==> config.mk <==
export PLATFORM = sky130hd
export DESIGN_NAME = ifq_prefetch
export DESIGN_NICKNAME = d
export VERILOG_FILES = /design/src/rtl/ifq_prefetch.sv
export SDC_FILE = /design/constraint.sdc
export NUM_CORES = 1
export LEC_CHECK = 0
export BUFFER_PORTS_ARGS = -buffer_cell sky130_fd_sc_hd__buf_2
export CORE_MARGIN = 5
export CORE_UTILIZATION = 55
export DETAILED_ROUTE_END_ITERATION = 10
export PLACE_DENSITY = 0.81
export SLEW_MARGIN = 20
export SYNTH_ARGS = -nofsm -noshare
export SYNTH_HDL_FRONTEND = slang
export SYNTH_SLANG_ARGS = --single-unit
==> constraint.sdc <==
create_clock -name clk -period 3.9 [get_ports clk]
set_input_delay 0.39 -clock clk [delete_from_list [all_inputs] [get_ports clk]]
set_output_delay 0.39 -clock clk [all_outputs]
set_load 0.02 [all_outputs]
==> src/rtl/ifq_prefetch.sv <==
module ifq_prefetch #(
  parameter int QDEPTH = 6,
  parameter int ADDR_W = 20,
  parameter int BUS_CLKS = 4,
  parameter logic [ADDR_W-1:0] RESET_ADDR = 'hFFFF0
) (
  input  logic              clk,
  input  logic              rst_n,
  input  logic              flush_i,
  input  logic [ADDR_W-1:0] flush_addr_i,
  input  logic              pop_i,
  output logic              byte_valid_o,
  output logic [7:0]        byte_o,
  input  logic              dreq_i,
  input  logic [ADDR_W-1:0] daddr_i,
  output logic              dack_o,
  output logic [15:0]       ddata_o,
  output logic              mem_rd_o,
  output logic [ADDR_W-1:0] mem_addr_o,
  input  logic [15:0]       mem_rdata_i
);
  localparam int PW = $clog2(QDEPTH);
  localparam int CW = $clog2(QDEPTH + 1);
  localparam int BW = $clog2(BUS_CLKS);

  function automatic logic [PW-1:0] adv(logic [PW-1:0] p, int k);
    int s;
    s = int'(p) + k;
    if (s >= QDEPTH) s = s - QDEPTH;
    return PW'(s);
  endfunction

  logic [7:0]        q [QDEPTH];
  logic [PW-1:0]     rd, wr;
  logic [CW-1:0]     cnt, cnt_n;
  logic [ADDR_W-1:0] fptr, fptr_n, baddr;
  logic              busy, bdata, bdrop;
  logic [BW-1:0]     bcnt;
  logic [1:0]        npush;
  logic [7:0]        b0;
  logic              popping, start_d, start_f;

  wire last  = busy && (bcnt == BW'(BUS_CLKS - 1));
  wire fdone = last && !bdata && !bdrop && !flush_i;

  assign npush        = fdone ? (baddr[0] ? 2'd1 : 2'd2) : 2'd0;
  assign b0           = baddr[0] ? mem_rdata_i[15:8] : mem_rdata_i[7:0];
  assign byte_valid_o = (cnt != '0) || (npush != 2'd0);
  assign byte_o       = (cnt != '0) ? q[rd] : b0;
  assign popping      = pop_i && byte_valid_o;
  assign cnt_n        = flush_i ? '0 : CW'(int'(cnt) + int'(npush) - int'(popping));
  assign fptr_n       = flush_i ? flush_addr_i : fptr + ADDR_W'(npush);
  assign dack_o       = last && bdata;
  assign ddata_o      = mem_rdata_i;
  assign start_d      = (!busy || last) && dreq_i && !dack_o;
  assign start_f      = (!busy || last) && !start_d && (int'(cnt_n) <= QDEPTH - 2);
  assign mem_rd_o     = busy;
  assign mem_addr_o   = {baddr[ADDR_W-1:1], 1'b0};

  always_ff @(posedge clk) begin
    if (!rst_n) begin
      rd <= '0; wr <= '0; cnt <= '0;
      fptr <= RESET_ADDR; baddr <= '0;
      busy <= 1'b0; bdata <= 1'b0; bdrop <= 1'b0; bcnt <= '0;
    end else begin
      if (npush != 2'd0) q[wr] <= b0;
      if (npush == 2'd2) q[adv(wr, 1)] <= mem_rdata_i[15:8];
      if (flush_i) begin
        rd <= '0; wr <= '0;
      end else begin
        rd <= adv(rd, int'(popping));
        wr <= adv(wr, int'(npush));
      end
      cnt  <= cnt_n;
      fptr <= fptr_n;
      if (start_d || start_f) begin
        busy  <= 1'b1;
        bcnt  <= '0;
        bdata <= start_d;
        bdrop <= 1'b0;
        baddr <= start_d ? daddr_i : fptr_n;
      end else if (last) begin
        busy <= 1'b0;
      end else if (busy) begin
        bcnt <= bcnt + 1'b1;
        if (flush_i && !bdata) bdrop <= 1'b1;
      end
    end
  end

  assert_depth_R1: assert property (@(posedge clk) disable iff (!rst_n)
    int'(cnt) <= QDEPTH);
  assert_room_R2: assert property (@(posedge clk) disable iff (!rst_n)
    (busy && !bdata) |-> int'(cnt) <= QDEPTH - 2);
  assert_priority_R4: assert property (@(posedge clk) disable iff (!rst_n)
    (last && !bdata && dreq_i) |=> (busy && bdata));
  assert_flush_R5: assert property (@(posedge clk) disable iff (!rst_n)
    flush_i |=> (cnt == '0));
  assert_hold_R7: assert property (@(posedge clk) disable iff (!rst_n)
    (busy && !last) |=> (busy && $stable(baddr)));
endmodule

==> After elaboration in Yosys (flattened, before gate mapping) <==
Memory sizes are Yosys's and may differ from the RTL's. A register that Yosys moved wholly into a read port is not among the register bits.
Cells that the tools add are included.
{ "op_classes": {"reduce_logical": 27, "magnitude_cmp": 4, "n_mux": 21, "n_addsub": 10, "bitwise": 2, "eq_ne": 2} }
{ "ops": {"columns": ["cell", "count"], "rows": [
  ["2-to-1 mux 20 bit", 2],
  ["2-to-1 mux 3 bit", 7],
  ["adder 20 x 2 -> 20 bit", 1],
  ["2-to-1 mux 8 bit", 2],
  ["greater-or-equal comparator 4 x 3 -> 1 bit, second input constant", 3],
  ["logical AND 1 bit", 11],
  ["subtractor 3 bit, second input constant", 3],
  ["2-to-1 mux 1 bit", 8],
  ["zero test 1 bit", 6],
  ["adder 3 x 1 -> 4 bit", 1],
  ["adder 3 x 1 -> 4 bit, second input constant", 1],
  ["adder 3 x 2 -> 4 bit", 1],
  ["equality test 2 bit, second input constant", 2],
  ["2-to-1 mux 2 bit", 2],
  ["nonzero test 2 bit", 2],
  ["OR reduction 2 bit", 2],
  ["adder 3 x 2 -> 3 bit", 1],
  ["<= comparator 3 bit, second input constant", 1],
  ["logical OR 1 bit", 3],
  ["AND reduction 3 bit", 1],
  ["nonzero test 3 bit", 1],
  ["subtractor 3 x 1 -> 3 bit", 1],
  ["adder 2 x 1 -> 2 bit, second input constant", 1],
  ["inverter 1 bit", 2],
  ["AND reduction 2 bit", 1]
]} }
{ "word_totals": {"reg_bits": 54, "mem_bits_rw": 48, "wordCells": 76, "inputBits": 61, "mem_count": 1, "out_inout_bits": 47} }
{ "mem_list": {"columns": ["memory", "depth", "width", "read_ports", "rd_ports_with_merged_regs", "write_ports", "line_no", "source"], "rows": [
  ["q", 6, 8, 1, 1, 2, "33", "logic [7:0] q [QDEPTH];"]
]} }

==> Depth between registers and ports, before layout <==
{ "depth": {"word_depth": 15, "mapped_depth": 16, "depth_no_buf": 15} }

==> Worst setup path before layout <==
Ideal clock, no wire load.
{ "synth_path": {"kind": "reg-to-reg", "start": "reg baddr[0]", "end": "reg baddr[12]", "path_stages_with_launch": 16, "required_ns": 3.778, "arrival_ns": 3.426, "slack_ns": 0.352, "setup_ns": 0.122, "n_path_buf": 3, "period_less_slack_ns": 3.548, "path_cell_list": "dfxtp_1 buf_2 buf_1 inv_1 nor2_1 inv_1 ha_1 inv_1 ha_1 inv_1 fa_1 xor3_1 o32ai_1 buf_2 nor3_1 a221o_1"} }
{ "synth_between": {"elab_chain_cells": 10} }
{ "synth_rtl": {"columns": ["item", "line_no", "source"], "rows": [
  ["from (decl)", "36", "logic [ADDR_W-1:0] fptr, fptr_n, baddr;"],
  ["from (signal assigned)", "81", "baddr <= start_d ? daddr_i : fptr_n;"],
  ["2-to-1 mux 2 bit (*) (2 in a row)", "46", "assign npush = fdone ? (baddr[0] ? 2'd1 : 2'd2) : 2'd0;"],
  ["parallel branches: the longest is 8 deep, another holds adder 3 x 2 -> 3 bit", null, null]
]} }
Every way passes the cells marked *.
A chain may end at the register's enable or synchronous reset.

==> Worst setup path after layout <==
{ "layout_path": {"start": "reg bcnt[0]", "end": "reg baddr[10]"} }
{ "layout_between": {"elab_chain_cells": 14} }
{ "layout_rtl": {"columns": ["item", "line_no", "source"], "rows": [
  ["from (decl)", "38", "logic [BW-1:0] bcnt;"],
  ["from (signal assigned)", "85", "bcnt <= bcnt + 1'b1;"],
  ["equality test 2 bit (*)", "43", "wire last = busy && (bcnt == BW'(BUS_CLKS - 1));"],
  ["logical AND 1 bit (*)", "43", null],
  ["parallel branches: the longest is 12 deep, another holds adder 3 x 2 -> 3 bit", null, null]
]} }
Marks and branches as above.

==> flow_metrics.tcl <==
set metrics [dict create \
    fmax_mhz 268 \
    outcome "finished, final reports clean" \
    grt_busiest_layer "met2" \
    grt_pass1_vias 4621 \
    crit_fanout 7 \
    path_common_cell "ha_1" \
    clk_pin_slew_ps 100 \
    nets 724 \
    setup_tns_ps 0 \
    hpwl_um 10600 \
    path_buf_inv 4 \
    worstSkewPairLatency_ps 370 \
    syn-cell-area_um2 5940 \
    drive_gt1_frac 0.301 \
    worst_slack_ps 175 \
    rr_startpoint "bcnt[0]$_SDFFE_PP0P_" \
    cts.sinks 102 \
    syn_to_final_growth_pct 10.7 \
    drtPass1Iterations 5 \
    initial_core_util 0.556 \
    maxCapViolations 0 \
    peakVddDrop_mv 0.214 \
    slew_headroom 0.392 \
    nFillCells 886 \
    min_from "daddr_i[15]" \
    cts_tree "built" \
    cts_root_buf "clkbuf_8" \
    hold_violations 0 \
    finalNonFillerCells 792 \
    netlist_instances 576 \
    whs_path_depth 3 \
    grt_use_met2 0.391 \
    initialDrtViolationCount 303 \
    synth_ff_type "dfxtp_1" \
    h-tree-depth 3 \
    wl_per_cell_um 18.2 \
    io_buffer_count 106 \
    whs_endpoint "baddr[15]$_SDFFE_PN0P_" \
    yosysMostFrequentCell "dfxtp_1" \
    grt_overflow 0 \
    use_met1 0.275 \
    worst_pin_slew_ps 910 \
    vias 4669 \
    dieHeight_um 114 \
    avgViaCountPerCell 5.90 \
    grt_pass1_wl_um 23100 \
    drc 0 \
    r2r_slack_ps 170 \
    cp_slowest_stage_delay_ps 510 \
    slowest_stage "fa_1" \
    async_flop_share 0 \
    diodes 0 \
    fin_crit_sh 0.955 \
    drt_wl_total_um 14400 \
    netlist.area_leader.share 0.243 \
    worstPathArrival_ps 3970 \
    post_synth_most_frequent_cells "dfxtp_1, edfxtp_1, nor2_1" \
    yosysWarningCount 0 \
    required_ps 4150 \
    rsz0062_at_grt "false" \
    gp_congestion 0.880 \
    power.total_uw 2170 \
    start_kind "flop" \
    yosysTopAreaCell "edfxtp_1" \
    synthTopCellsByArea "edfxtp_1, dfxtp_1, mux2_2" \
    place_worst_setup_slack_ps 130 \
    skew_ps 13.7 \
    grt_usage 0.225 \
    fin_util 0.615 \
    postRouteAntennaNets 0 \
    ys_seq_area_frac 0.424 \
    p_per_area_nw_per_um2 329 \
    row_count 38 \
    place_inst 775 \
    ios 108 \
    maxSlewViolCount 0 \
    worstSetupEndpointType "flop" \
    grt_max_degree 35 \
    antenna_found_initial 0 \
    power.leakage_uw 0.00270 \
    dieArea_um2 13000 \
    crit_type "reg2reg" \
    grt.met3_usage 0.0509 \
    synth_edf_count 48 \
    r2r-end "baddr[10]$_SDFFE_PN0P_" \
    synth_nets 652 \
    cts_buffers 9 \
    fin_crit_ps 3730 \
    setup_viol 0 \
    ys_types 63 \
    reg2reg_depth 17 \
    crit_family "simple AND/OR/NAND/NOR gates" \
    ys_seq_elements 102 \
    coreArea_um2 10700 \
    clock_path_buffers 2 \
    fp.dieW_um 114 \
    hold_class "in2reg" \
    avgSynthCellArea_um2 10.3 \
    worstPathCellList "ha_1 -> nand2_1 -> or4_1 -> nand2_1 -> and2_1 -> ha_1 -> inv_1 -> ha_1 -> inv_1 -> fa_1 -> nor2b_1 -> o32ai_1 -> buf_4 -> and2_2 -> buf_4 -> a32oi_1 -> o21ai_0" \
]
==> what timing repair did <==
action / in CTS / in global routing
buffers inserted: 0 / 2
setup endpoints to repair: 0 / 8
hold buffers: 0 / 0
resized for setup: 0 / 1
==> area by class of cell <==
cell class                      count  area, µm²  share of cell area
Sequential cell                   102       2520               0.383
Clock inverter                      4       23.8             0.00361
Multi-Input combinational cell    388       2960               0.449
Timing Repair Buffer              126        681               0.103
Inverter                           21       78.8              0.0120
Tap cell                          140        175              0.0266
Clock buffer                       11        141              0.0215
==> through the flow <==
stage	hold WS (ps)	cell area, µm²
2_1_floorplan	432	5940
3_3_place_gp	461	6400
3_5_place_dp	472	6400
4_1_cts	209	6560
5_1_grt	223	6580
6_report	225	6580
==> cell usage in the layout, fill, tap and decap left out, types with 16 or more instances in the layout <==
| cell type | count |
|---|---|
| a21oi_1 | 44 |
| mux2_2 | 26 |
| mux2_1 | 16 |
| nor2_1 | 45 |
| nand3_1 | 16 |
| inv_1 | 21 |
| mux2i_1 | 25 |
| buf_2 | 106 |
| o21ai_0 | 19 |
| buf_4 | 20 |
| nand2_1 | 35 |
| edfxtp_1 | 48 |
| dfxtp_1 | 54 |
==> metal layers <==
layer	vias up	wire length [µm]
met1	2207	5640
met2	215	7290
met3	28	1140
met4	0	350
met5	-	0
li1	2219	-
==> tightest hold or removal path, cell delays in order <==
cell     delay (ps)
buf_2            90
nand2_1          40
o41ai_1          50
==> power breakdown <==
group	total (µW)	internal (µW)	switching (µW)	leakage (µW)
Combinational	375	157	218	0.00173
Clock	608	246	361	0.0000913
Sequential	1180	1160	24.5	0.000877
==> cell families (layout without fill, tap and decap cells) <==
family,Yosys count,count (layout),share of synthesized area
other,1,1,0.000631
and+or+nand+nor,161,161,0.139
buffers and inverters,86,162,0.0794
muxes,83,83,0.172
AOI/OAI and AO/OA,115,115,0.128
adders and majority gates,15,15,0.0354
xor gates and xnor gates,13,13,0.0217
DFF,102,102,0.424
==> sequential cells by signal, summed over array words and instances (netlist names) <==
register	flops
fptr	20
baddr	20
cnt	3
mem_rd_o	1
rd	3
bdata	1
bdrop	1
bcnt	2
q	48
wr	3
==> how the worst max path moves through the flow <==
stage,start,end,slack [ps],cells past startpoint
floorplan,baddr[0]$_SDFFE_PN0P_,baddr[12]$_SDFFE_PN0P_,350,15
global placement,bcnt[0]$_SDFFE_PP0P_,baddr[6]$_SDFFE_PN0P_,350,17
detailed placement,bcnt[0]$_SDFFE_PP0P_,baddr[10]$_SDFFE_PN0P_,130,17
CTS,bcnt[0]$_SDFFE_PP0P_,baddr[10]$_SDFFE_PN0P_,100,17
global route,bcnt[0]$_SDFFE_PP0P_,baddr[6]$_SDFFE_PN0P_,0.3,17
finish,bcnt[0]$_SDFFE_PP0P_,baddr[10]$_SDFFE_PN0P_,170,17
Note: power is estimated with default switching activity, not from simulation.
